===== src/rtl/nand_seq_pkg.sv =====
package nand_seq_pkg;
  typedef enum logic [1:0] {
    OP_RESET = 2'd0,
    OP_IDENT = 2'd1,
    OP_PAGE  = 2'd2
  } op_e;

  typedef enum logic [2:0] {
    ST_IDLE, ST_CMD1, ST_ADDR, ST_CMD2, ST_WAIT, ST_READ, ST_FINISH
  } state_e;

  localparam logic [7:0] CMD_RESET = 8'hFF;
  localparam logic [7:0] CMD_IDENT = 8'h90;
  localparam logic [7:0] CMD_RD_LO = 8'h00;
  localparam logic [7:0] CMD_RD_HI = 8'h30;
  localparam int IDENT_BYTES = 5;
  localparam int PAGE_ADDR_BYTES = 5;
  localparam int PAGE_W = 24;
  localparam int CHIPS = 4;
  localparam int CHIP_W = $clog2(CHIPS);
endpackage


===== src/rtl/nand_seq_wait.sv =====
module nand_seq_wait #(
  parameter int SETTLE   = 4,
  parameter int POLL_MAX = 8192
) (
  input  logic clk_i,
  input  logic rst_ni,
  input  logic start_i,
  input  logic rb_i,
  output logic fin_o,
  output logic tmo_o
);
  localparam int LIMIT = SETTLE + POLL_MAX;
  localparam int CW    = $clog2(LIMIT + 1);

  logic          active_q;
  logic [CW-1:0] cnt_q;

  // ready is only sampled once the settle window has elapsed
  assign fin_o = active_q && (cnt_q >= CW'(SETTLE)) && rb_i;
  assign tmo_o = active_q && !fin_o && (cnt_q == CW'(LIMIT - 1));

  always_ff @(posedge clk_i or negedge rst_ni) begin
    if (!rst_ni) begin
      active_q <= 1'b0;
      cnt_q    <= '0;
    end else if (start_i) begin
      active_q <= 1'b1;
      cnt_q    <= '0;
    end else if (active_q) begin
      if (fin_o || tmo_o) active_q <= 1'b0;
      else                cnt_q    <= cnt_q + 1'b1;
    end
  end
endmodule


===== src/rtl/nand_seq_obuf.sv =====
module nand_seq_obuf #(
  parameter int W = 8
) (
  input  logic         clk_i,
  input  logic         rst_ni,
  input  logic         load_i,
  input  logic [W-1:0] data_i,
  input  logic         ready_i,
  output logic         valid_o,
  output logic [W-1:0] data_o
);
  always_ff @(posedge clk_i or negedge rst_ni) begin
    if (!rst_ni) begin
      valid_o <= 1'b0;
      data_o  <= '0;
    end else if (load_i) begin
      valid_o <= 1'b1;
      data_o  <= data_i;
    end else if (ready_i) begin
      valid_o <= 1'b0;
    end
  end
endmodule


===== src/rtl/nand_seq_ctrl.sv =====
module nand_seq_ctrl
  import nand_seq_pkg::*;
#(
  parameter int XFER_LEN = 4314
) (
  input  logic              clk_i,
  input  logic              rst_ni,
  input  logic              req_valid_i,
  input  logic [1:0]        req_op_i,
  input  logic [CHIP_W-1:0] req_chip_i,
  input  logic [PAGE_W-1:0] req_page_i,
  output logic              req_ready_o,
  output logic              wait_start_o,
  input  logic              wait_fin_i,
  input  logic              wait_tmo_i,
  input  logic              buf_valid_i,
  input  logic              buf_ready_i,
  output logic              rd_o,
  output logic [CHIPS-1:0]  ce_o,
  output logic              cle_o,
  output logic              ale_o,
  output logic              we_o,
  output logic [7:0]        dq_o,
  output logic              done_o,
  output logic              err_o
);
  localparam int CW = $clog2(XFER_LEN + 1);

  state_e            state_q;
  op_e               op_q;
  logic [CHIP_W-1:0] chip_q;
  logic [PAGE_W-1:0] page_q;
  logic [CW-1:0]     cnt_q;
  logic              err_q;
  logic              addr_last;
  logic [CW-1:0]     last_idx;

  function automatic op_e decode(input logic [1:0] code);
    case (code)
      2'd1:    return OP_IDENT;
      2'd2:    return OP_PAGE;
      default: return OP_RESET;
    endcase
  endfunction

  assign addr_last = (op_q == OP_PAGE) ? (cnt_q == CW'(PAGE_ADDR_BYTES - 1))
                                       : (cnt_q == '0);
  assign last_idx  = (op_q == OP_IDENT) ? CW'(IDENT_BYTES - 1) : CW'(XFER_LEN - 1);

  // fetch when the output register is empty or draining this cycle
  assign rd_o         = (state_q == ST_READ) && (!buf_valid_i || buf_ready_i);
  assign req_ready_o  = (state_q == ST_IDLE);
  assign done_o       = (state_q == ST_FINISH) && !buf_valid_i;
  assign err_o        = err_q;
  assign wait_start_o = ((state_q == ST_CMD1) && (op_q == OP_RESET)) || (state_q == ST_CMD2);

  always_comb begin
    cle_o = (state_q == ST_CMD1) || (state_q == ST_CMD2);
    ale_o = (state_q == ST_ADDR);
    we_o  = cle_o || ale_o;
    ce_o  = '0;
    if (state_q != ST_IDLE && state_q != ST_FINISH) ce_o[chip_q] = 1'b1;
    dq_o = 8'h00;
    case (state_q)
      ST_CMD1: begin
        case (op_q)
          OP_IDENT: dq_o = CMD_IDENT;
          OP_PAGE:  dq_o = CMD_RD_LO;
          default:  dq_o = CMD_RESET;
        endcase
      end
      ST_CMD2: dq_o = CMD_RD_HI;
      ST_ADDR: begin
        if (op_q == OP_PAGE) begin
          case (cnt_q)
            CW'(2):  dq_o = page_q[7:0];
            CW'(3):  dq_o = page_q[15:8];
            CW'(4):  dq_o = page_q[23:16];
            default: dq_o = 8'h00;
          endcase
        end
      end
      default: dq_o = 8'h00;
    endcase
  end

  always_ff @(posedge clk_i or negedge rst_ni) begin
    if (!rst_ni) begin
      state_q <= ST_IDLE;
      op_q    <= OP_RESET;
      chip_q  <= '0;
      page_q  <= '0;
      cnt_q   <= '0;
      err_q   <= 1'b0;
    end else begin
      case (state_q)
        ST_IDLE: if (req_valid_i) begin
          op_q    <= decode(req_op_i);
          chip_q  <= req_chip_i;
          page_q  <= req_page_i;
          cnt_q   <= '0;
          state_q <= ST_CMD1;
        end
        ST_CMD1: begin
          cnt_q   <= '0;
          state_q <= (op_q == OP_RESET) ? ST_WAIT : ST_ADDR;
        end
        ST_ADDR: begin
          if (addr_last) begin
            cnt_q   <= '0;
            state_q <= (op_q == OP_PAGE) ? ST_CMD2 : ST_READ;
          end else begin
            cnt_q <= cnt_q + 1'b1;
          end
        end
        ST_CMD2: state_q <= ST_WAIT;
        ST_WAIT: begin
          if (wait_fin_i) begin
            cnt_q   <= '0;
            state_q <= (op_q == OP_RESET) ? ST_FINISH : ST_READ;
          end else if (wait_tmo_i) begin
            err_q   <= 1'b1;
            state_q <= ST_FINISH;
          end
        end
        ST_READ: if (rd_o) begin
          if (cnt_q == last_idx) state_q <= ST_FINISH;
          else                   cnt_q   <= cnt_q + 1'b1;
        end
        ST_FINISH: if (!buf_valid_i) state_q <= ST_IDLE;
        default: state_q <= ST_IDLE;
      endcase
    end
  end
endmodule


===== src/rtl/nand_seq.sv =====
module nand_seq
  import nand_seq_pkg::*;
#(
  parameter int XFER_LEN = 4314,
  parameter int SETTLE   = 4,
  parameter int POLL_MAX = 8192
) (
  input  logic              clk_i,
  input  logic              rst_ni,
  input  logic              req_valid_i,
  output logic              req_ready_o,
  input  logic [1:0]        req_op_i,
  input  logic [CHIP_W-1:0] req_chip_i,
  input  logic [PAGE_W-1:0] req_page_i,
  output logic              done_o,
  output logic              err_o,
  output logic [CHIPS-1:0]  nand_ce_o,
  output logic              nand_cle_o,
  output logic              nand_ale_o,
  output logic              nand_we_o,
  output logic              nand_re_o,
  output logic [7:0]        nand_dq_o,
  input  logic [7:0]        nand_dq_i,
  input  logic              nand_rb_i,
  output logic              dat_valid_o,
  input  logic              dat_ready_i,
  output logic [7:0]        dat_o
);
  logic wait_start, wait_fin, wait_tmo;

  nand_seq_ctrl #(.XFER_LEN(XFER_LEN)) ctrl_i (
    .clk_i        (clk_i),
    .rst_ni       (rst_ni),
    .req_valid_i  (req_valid_i),
    .req_op_i     (req_op_i),
    .req_chip_i   (req_chip_i),
    .req_page_i   (req_page_i),
    .req_ready_o  (req_ready_o),
    .wait_start_o (wait_start),
    .wait_fin_i   (wait_fin),
    .wait_tmo_i   (wait_tmo),
    .buf_valid_i  (dat_valid_o),
    .buf_ready_i  (dat_ready_i),
    .rd_o         (nand_re_o),
    .ce_o         (nand_ce_o),
    .cle_o        (nand_cle_o),
    .ale_o        (nand_ale_o),
    .we_o         (nand_we_o),
    .dq_o         (nand_dq_o),
    .done_o       (done_o),
    .err_o        (err_o)
  );

  nand_seq_wait #(.SETTLE(SETTLE), .POLL_MAX(POLL_MAX)) wait_i (
    .clk_i   (clk_i),
    .rst_ni  (rst_ni),
    .start_i (wait_start),
    .rb_i    (nand_rb_i),
    .fin_o   (wait_fin),
    .tmo_o   (wait_tmo)
  );

  nand_seq_obuf #(.W(8)) obuf_i (
    .clk_i   (clk_i),
    .rst_ni  (rst_ni),
    .load_i  (nand_re_o),
    .data_i  (nand_dq_i),
    .ready_i (dat_ready_i),
    .valid_o (dat_valid_o),
    .data_o  (dat_o)
  );
endmodule


===== config.mk =====
export PLATFORM = sky130hd
export DESIGN_NAME = nand_seq
export DESIGN_NICKNAME = d
export VERILOG_FILES = /design/src/rtl/nand_seq_pkg.sv /design/src/rtl/nand_seq_wait.sv /design/src/rtl/nand_seq_obuf.sv /design/src/rtl/nand_seq_ctrl.sv /design/src/rtl/nand_seq.sv
export SDC_FILE = /design/constraint.sdc
export NUM_CORES = 1
export LEC_CHECK = 0
export ABC_AREA = 1
export BUFFER_PORTS_ARGS = -buffer_cell sky130_fd_sc_hd__buf_2
export CAP_MARGIN = 15
export CORE_MARGIN = 1
export CORE_UTILIZATION = 30
export CTS_BUF_LIST = sky130_fd_sc_hd__clkbuf_16
export CTS_CLUSTER_DIAMETER = 60
export CTS_CLUSTER_SIZE = 24
export DETAILED_ROUTE_END_ITERATION = 10
export REMOVE_ABC_BUFFERS = 1
export SETUP_SLACK_MARGIN = 0.15
export SYNTH_ARGS = -nofsm -noshare
export SYNTH_HDL_FRONTEND = slang
export SYNTH_SLANG_ARGS = --single-unit

===== constraint.sdc =====
create_clock -name clk_i -period 3.5 [get_ports clk_i]
set_clock_uncertainty 0.15 [all_clocks]
set_input_delay 0.175 -clock clk_i [delete_from_list [all_inputs] [get_ports clk_i]]
set_output_delay 0.175 -clock clk_i [all_outputs]
set_load 0.1 [all_outputs]

# --- Word-level counts from Yosys, hierarchy flattened ---
# Index checks and enable logic that the tools add are counted.
word_totals:
  output_inout_bits: 28
  elab_cells: 104
  register_bits: 69
classes:
  n_reduce_logical: 28
  n_bitwise: 1
  add_sub_neg: 2
  n_eq_ne: 25
  magnitude_cmp: 3
  mux: 35
ops:
  columns: ["operator", "n"]
  rows:
  - ["$mux 13", 6]
  - ["$pmux 13 s5", 1]
  - ["$pmux 8 s3", 2]
  - ["$mux 14", 3]
  - ["$mux 3", 9]
  - ["$eq 13x2->1 const B", 2]
  - ["$pmux 3 s7", 1]
  - ["$pmux 8 s2", 1]
  - ["$add 14x1->14 const B", 1]
  - ["$eq 14x14->1 const B", 1]
  - ["$ge 14x3->1 const B", 1]
  - ["$add 13x1->13 const B", 1]
  - ["$eq 13x13->1", 1]
  - ["$eq 13x3->1 const B", 1]
  - ["$logic_not 13->1", 1]
  - ["$ne 2x2->1 const B", 6]
  - ["$eq 3x3->1 const B", 3]
  - ["$logic_and 1x1->1", 9]
  - ["$mux 8", 1]
  - ["$mux 1", 7]
  - ["$eq 3x2->1 const B", 2]
  - ["$reduce_and 6->1", 1]
  - ["$logic_or 1x1->1", 5]
  - ["$reduce_and 5->1", 1]
  - ["21 further kinds", 27]

# --- Logic depth before layout (Yosys ltp) ---
# Gate-level depths: netlist of the first run.
logic_depth:
  ltp_word: 10
  depth_mapped: 12
  mapped_depth_nobuf: 12

# --- By module ---
# A second synthesis of the first run with hierarchy kept.
unflattened:
  cells_unflattened: 658
  area_unflattened_um2: 4409.2
by_module_without_submodules:
  columns: ["module", "cells_per_inst", "instances", "area_per_inst_um2"]
  rows:
  - ["nand_seq_ctrl", 453, 1, 2961.6]
  - ["nand_seq_wait", 167, 1, 1106.1]
  - ["nand_seq_obuf", 38, 1, 341.6]

# --- Worst setup path after synthesis of the first run ---
# Ideal clock, no wire load.
synth_path:
  path_type: "register to output"
  from: "register ctrl_i.state_q[2]"
  to: "output nand_ce_o[0]"
  stages_incl_launch_ff: 5
  setup_slack_ps: -953
  path_buffers: 1
  arrival_ps: 4128
  path_cell_list: "dfrtp_1 > buf_4 > nor2_1 > a21oi_1 > nor3_1"
synth_via:
  elab_chain_len: 3
  word_cells_on_any_way: 4
synth_lines:
  columns: ["element", "line_no", "source"]
  rows:
  - ["start: declaration", "nand_seq_ctrl.sv:29", "state_e state_q;"]
  - ["start signal: assignment", "nand_seq_ctrl.sv:106", "state_q <= (op_q == OP_RESET) ? ST_WAIT : ST_ADDR;"]
  - ["start signal: assignment", "nand_seq_ctrl.sv:111", "state_q <= (op_q == OP_PAGE) ? ST_CMD2 : ST_READ;"]
  - ["start signal: assignment", "nand_seq_ctrl.sv:120", "state_q <= (op_q == OP_RESET) ? ST_FINISH : ST_READ;"]
  - ["$ne 3x3->1 / $reduce_bool 3->1 (equally long branches)", "nand_seq_ctrl.sv:62", "if (state_q != ST_IDLE && state_q != ST_FINISH) ce_o[chip_q] = 1'b1;"]
  - ["$logic_and 1x1->1 *", "nand_seq_ctrl.sv:62", null]
  - ["$mux 4 *", "nand_seq_ctrl.sv:62", null]
  - ["end: declaration", "nand_seq.sv:17", "output logic [CHIPS-1:0] nand_ce_o,"]
# Mark *: on every way between the ends. The rest lies on a longest branch, timed or not.

# --- Final worst setup path of the first run ---
layout_path:
  from: "register ctrl_i.cnt_q[0]"
  to: "output nand_dq_o[3]"
layout_via:
  elab_chain_len: 4
  word_cells_on_any_way: 6
layout_lines:
  columns: ["element", "line_no", "source"]
  rows:
  - ["start: declaration", "nand_seq_ctrl.sv:33", "logic [CW-1:0] cnt_q;"]
  - ["start signal: assignment", "nand_seq_ctrl.sv:113", "cnt_q <= cnt_q + 1'b1;"]
  - ["start signal: assignment", "nand_seq_ctrl.sv:128", "else cnt_q <= cnt_q + 1'b1;"]
  - ["$eq 13x3->1 / $eq 13x2->1 (equally long branches)", "nand_seq_ctrl.sv:75", "case (cnt_q)"]
  - ["$pmux 8 s3 *", "nand_seq_ctrl.sv:75", null]
  - ["$mux 8 *", "nand_seq_ctrl.sv:74", "if (op_q == OP_PAGE) begin"]
  - ["$pmux 8 s3 *", "nand_seq_ctrl.sv:64", "case (state_q)"]
  - ["end: declaration", "nand_seq.sv:22", "output logic [7:0] nand_dq_o,"]
# Marked as above.

==> impl_metrics.ini, run 1 <==
[sta]
drv_slew = 0
post-route-min-period_ps = 2840
rsz0062_at_grt = false
final.setup.tns_ps = 0
setup_viol = 0
tightest_slew_ps = 886
finalHoldViolCount = 0
period_share = 0.813
fmax_mhz = 352
slew_headroom = 0.409

[floorplanning]
fp.dieArea_um2 = 14200
die_width_um = 119
rows = 42
initial_utilization = 0.310
die_h_um = 119
core_area_um2 = 13300
ioPinCount = 69

[clocking]
cts_root_buf = clkbuf_16
ctsLongestPathBuffers = 2
cts_tree = built
clk_pin_slew_ps = 60
cts_buffers = 9
cts.sinks = 69
clk_latency_ps = 340
cts.repair.resized = 0
htree_levels = 3

[final_layout]
drive_gt1_frac = 0.158
multi_input_area_um2 = 2100
final.fill_count = 1356
diodes = 0
fin_cells = 868
area_delta_synth_final_pct = 30.0
final_net_count = 736
regArea_um2 = 1730

[yosys]
ys_types = 32
synth_edf_count = 0
yosysWarningCount = 0
post_synth.cell_area_avg_um2 = 7.09
synthCells = 581
synth_area_leaders = dfrtp_1 42%, nand2_1 19%, nand3_1 9.0%
ys_seq_area_frac = 0.419
synthTopCellsByCount = 211 x nand2_1, 74 x nand3_1, 69 x dfrtp_1
synthFlopType = dfrtp_1
synth_async_sr_flop_share = 1.00
synth_top_area_frac = 0.419
synth_seq_cells = 69
yosysMostFrequentCell = nand2_1
syn_area_um2 = 4120
post-synth-top-area-cell = dfrtp_1

[power_and_ir_drop]
seqPwrFrac = 0.261
power_leakage_uw = 0.00275
p_per_area_nw_per_um2 = 890
switching_share = 0.532
switchingPower_uw = 2530
ir_drop_mv = 0.966
p_comb_frac = 0.521
pwr-share-clk = 0.219
p_int_uw = 2230

[placement]
port_buffers = 68
place.gp.congestion = 0.888
dp.cells = 813
place_hpwl_um = 7520

[route]
drt-total-wl_um = 10700
vias_per_cell = 4.71
met1Wirelength_um = 4880
avgRoutedWirePerCell_um = 12.3
drt_iter0_markers = 204
route.detailed.drc = 0
postRouteAntennaNets = 0
vias = 4084
highest_layer = met4
met3WireLength_um = 336
dr_wl_met2_um = 5290
dr.pass1.iters = 4

[worst_setup_path]
crit_fanout = 8
slowest_stage = nor2_1
critical_path_buf_inv_count = 1
critPathTopFamily = simple AND/OR/NAND/NOR gates
r2r_end = ctrl_i.op_q[0]$_DFFE_PN0P_
arrival_ps = 2520
endpoint = nand_dq_o[3]
critPathRequiredTime_ps = 3170
cp_common_cell = nand3_1
critPathKind = reg -> out
r2r_setup_slack_ps = 1030
critPathMaxStageDelay_ps = 490
start_kind = flop
startpoint = ctrl_i.cnt_q[0]$_DFFE_PN0P_
ff2ff_path_depth = 6
worstReg2RegStart = ctrl_i.state_q[2]$_DFFE_PN0P_
path_depth = 8
crit_chain = ha_1, nand2_1, nor2_1, nand3_1, nand3_1, nand3_1, nand2_1, buf_2
worstSetupEndpointType = output pin

[global_route]
grt_pass1_wl_um = 18600
overflow = 0
grt_max_degree = 41
antenna_found_initial = 0
grt_util_all_layers = 0.162
grt_pass1_vias = 4114

[run_status]
status = finished, final reports clean

[hold_path]
hold_path.class = in -> reg

[run]
max-cap-violations = 0
-- registers in the layout, indices dropped and copies added (netlist names) --
name	flops
ctrl_i.chip_q	2
ctrl_i.cnt_q	13
ctrl_i.err_o	1
ctrl_i.op_q	2
ctrl_i.page_q	24
ctrl_i.state_q	3
obuf_i.data_o	8
obuf_i.valid_o	1
wait_i.active_q	1
wait_i.cnt_q	14
-- final cells by class --
cell class / instances / area share
clock inverters: 7 / 0.0215
inverters: 53 / 0.0372
repair buffers: 112 / 0.143
well taps: 176 / 0.0411
multi-input cells: 442 / 0.392
flip-flops and latches: 69 / 0.323
clock buffers: 9 / 0.0421
-- cell usage in the layout, fill, tap and decap left out, types with 3 or more instances in the layout --
cell           count
nand2_1          211
nand3_1           74
dfrtp_1           69
buf_2             68
inv_1             48
nor2_1            44
dlygate4sd3_1     39
nand4_1           17
o21ai_1           16
nor3_1            15
xor2_1            12
clkbuf_16          9
o21ai_0            8
ha_1               8
nor2_2             7
a21oi_1            6
o211ai_1           5
buf_4              5
inv_2              4
nand3b_1           4
nand3_2            3
or2_2              3
bufinv_16          3
-- worst min-delay path by stage --
stage / start / end / slack (ps) / cells after the start
4_1_cts: req_valid_i / ctrl_i.page_q[4]$_DFFE_PN0P_ / 90 / 5
6_report: req_valid_i / ctrl_i.page_q[4]$_DFFE_PN0P_ / 100 / 5
5_1_grt: req_valid_i / ctrl_i.page_q[4]$_DFFE_PN0P_ / 120 / 5
3_3_place_gp: rst_ni / obuf_i.data_o[2]$_DFFE_PN0P_ / 210 / 1
2_1_floorplan: rst_ni / ctrl_i.chip_q[0]$_DFFE_PN0P_ / -270 / 0
3_5_place_dp: rst_ni / obuf_i.data_o[2]$_DFFE_PN0P_ / 220 / 1
-- kinds of logic (layout without fill, tap and decap cells) --
family,after synthesis,in the layout,synth area share
AND/OR/NAND/NOR,380,380,0.400
AO/OA/AOI/OAI,41,41,0.0574
XOR/XNOR,13,13,0.0277
adder cells (fa/ha/maj),8,8,0.0243
flip-flops,69,69,0.419
buffers and inverters,70,181,0.0714
-- power by group through the flow --
stage                     clock network (µW)  registers [µW]  logic, µW
after floorplan                            0            1550       1620
after global placement                     0            1250       2420
after detailed placement                   0            1250       2440
after CTS                               1070            1240       2490
after global routing                    1100            1270       2680
final                                   1040            1240       2480
-- stage by stage --
step | setup slack (ps) | hold slack (ps) | power [µW] | utilization | area (µm²)
after detailed placement | 1020 | 218 | 3690 | 0.348 | 4620
final | 655 | 100 | 4760 | 0.403 | 5350
after floorplan | -946 | -271 | 3170 | - | 4020
after CTS | 641 | 88.8 | 4800 | 0.403 | 5350
after global routing | 438 | 116 | 5060 | 0.403 | 5350
after global placement | 1050 | 205 | 3670 | 0.348 | 4620
-- repair_timing --
item | CTS | global route
hold buffers | 39 | 0
hold endpoints to repair | 75 | 0
setup buffers | 0 | 0
-- worst register-to-register path, stage by stage (launching register included) --
cell and delay (ps):
dfrtp_1 490, nor2_2 190, nand2_1 130, nor2_2 320
inv_2 270, o31ai_1 270, dlygate4sd3_1 590
-- per-layer routing --
layer / track usage / vias up
li1: - / 2084
met1: 0.199 / 1901
met2: 0.285 / 86
met3: 0.0244 / 13
met4: 0.0633 / 0
met5: 0 / -
Power figures use the tool's default switching activity.
==> run 2, diff against run 1 <==
- clock period: 3.5 -> 2.8 ns (I/O delays scaled with it)
==> impl_metrics.ini, run 2 (same netlist as run 1, synthesis figures left out) <==
[final_layout]
area_delta_synth_final_pct = 30.3
drive_gt1_frac = 0.161
regArea_um2 = 1730
final_common_cell = nand2_1
top_regs = ctrl_i.page_q: 24 flops, wait_i.cnt_q: 14 flops, ctrl_i.cnt_q: 13 flops
diodes = 0
final_net_count = 739
multi_input_area_um2 = 2120
largest_reg_flops = 24
fin_cells = 870
fin_area_um2 = 5360
fin_util = 0.403
final.fill_count = 1341
final_cell_mix = 211 x nand2_1, 74 x nand3_1, 69 x dfrtp_1
regMostFlops = ctrl_i.page_q

[sta]
setup_slack_ps = 273
period_share = 0.903
tightest_slew_ps = 871
setup_viol = 0
fmax_mhz = 396
drv_slew = 0
post-route-min-period_ps = 2530
slew_headroom = 0.419
rsz0062_at_grt = true
finalHoldViolCount = 0

[global_route]
overflow = 0
antenna_found_initial = 0
grt_use_met2 = 0.279
grt.busiest_layer = met2
use_met3 = 0.0307
grt_max_degree = 70
grt_pass1_vias = 4014
grt_pass1_wl_um = 18300
use_met1 = 0.195
grt_util_all_layers = 0.160

[worst_setup_path]
crit_fanout = 9
start_kind = flop
arrival_ps = 2240
critPathRequiredTime_ps = 2510
worstSetupEndpointType = output pin
critPathKind = reg -> out

[placement]
dp.cells = 815
place.gp.congestion = 0.813
place_ws_ps = 335
port_buffers = 68
place_hpwl_um = 7410
place_area_um2 = 4640

[clocking]
cts_tree = built
clk_pin_slew_ps = 50
cts_root_buf = clkbuf_16
cts.sinks = 69
htree_levels = 3
ctsLongestPathBuffers = 2
cts_buffers = 9
clk_latency_ps = 330

[route]
drt-total-wl_um = 10700
dr.pass1.iters = 4
vias = 4115
route.detailed.drc = 0
vias_per_cell = 4.73
postRouteAntennaNets = 0
avgRoutedWirePerCell_um = 12.3
drt_iter0_markers = 194

[floorplanning]
die_width_um = 119
initial_utilization = 0.310
fp.dieArea_um2 = 14200
rows = 42
die_h_um = 119
core_area_um2 = 13300
ioPinCount = 69

[power_and_ir_drop]
p_per_area_nw_per_um2 = 1080
total_power_uw = 5810
ir_drop_mv = 1.12
power_leakage_uw = 0.00275

[run]
max-cap-violations = 0

[hold_path]
hold_path.class = in -> reg

[run_status]
status = finished, final reports clean
## run 2: power by group
part | switching (µW) | internal, µW
combinational | 2500 | 661
sequential | 240 | 1310
clock | 415 | 676
total | 3160 | 2650
## run 2: worst max-delay path, stage by stage (launching register included)
cell and delay, ps:
dfrtp_1 460, inv_1 150, ha_1 190, nand3_1 120, nor2_4 260, nand3_1 120
nand3_1 90, nand3_1 70, nand3_1 110, clkbuf_4 330
## run 2: metrics by stage
| stage | TNS [ps] | hold slack (ps) |
|---|---|---|
| 2_1_floorplan | -7160 | -306 |
| 3_3_place_gp | 0 | 184 |
| 3_5_place_dp | 0 | 192 |
| 4_1_cts | 0 | 191 |
| 5_1_grt | 0 | 224 |
| 6_report | 0 | 191 |
## run 2: path summary, 6_finish.rpt
kind / start / end / slack, ps / cells past startpoint
worst max register to register: ctrl_i.state_q[2]$_DFFE_PN0P_ / ctrl_i.op_q[0]$_DFFE_PN0P_ / 410 / 7
worst min-delay path: req_valid_i / ctrl_i.page_q[12]$_DFFE_PN0P_ / 190 / 6
max in group asynchronous: rst_ni / ctrl_i.cnt_q[9]$_DFFE_PN0P_ / 1530 / 3
worst max-delay path: ctrl_i.cnt_q[0]$_DFFE_PN0P_ / nand_dq_o[5] / 270 / 9
min in group asynchronous: rst_ni / obuf_i.data_o[2]$_DFFE_PN0P_ / 390 / 3
worst min register to register: ctrl_i.page_q[2]$_DFFE_PN0P_ / ctrl_i.page_q[2]$_DFFE_PN0P_ / 320 / 2
## run 2: repair_timing
action | 4_1_cts | 5_1_grt
endpoints found under the hold margin | 106 | 0
pin swaps | 0 | 1
hold buffers | 39 | 0
buffers inserted | 0 | 1
endpoints found under the setup margin | 8 | 9
gates resized for setup | 4 | 12
## run 2: layer usage
layer,vias to the layer above,wire [µm]
met4,0,167
met3,12,385
met1,1909,4940
li1,2095,-
met2,99,5190
met5,-,0
## run 2: final cells by class
class,instances,share of cell area
repair buffers,115,0.152
clock inverters,6,0.0105
well taps,176,0.0411
inverters,53,0.0376
flip-flops and latches,69,0.322
clock buffers,9,0.0420
multi-input cells,442,0.395
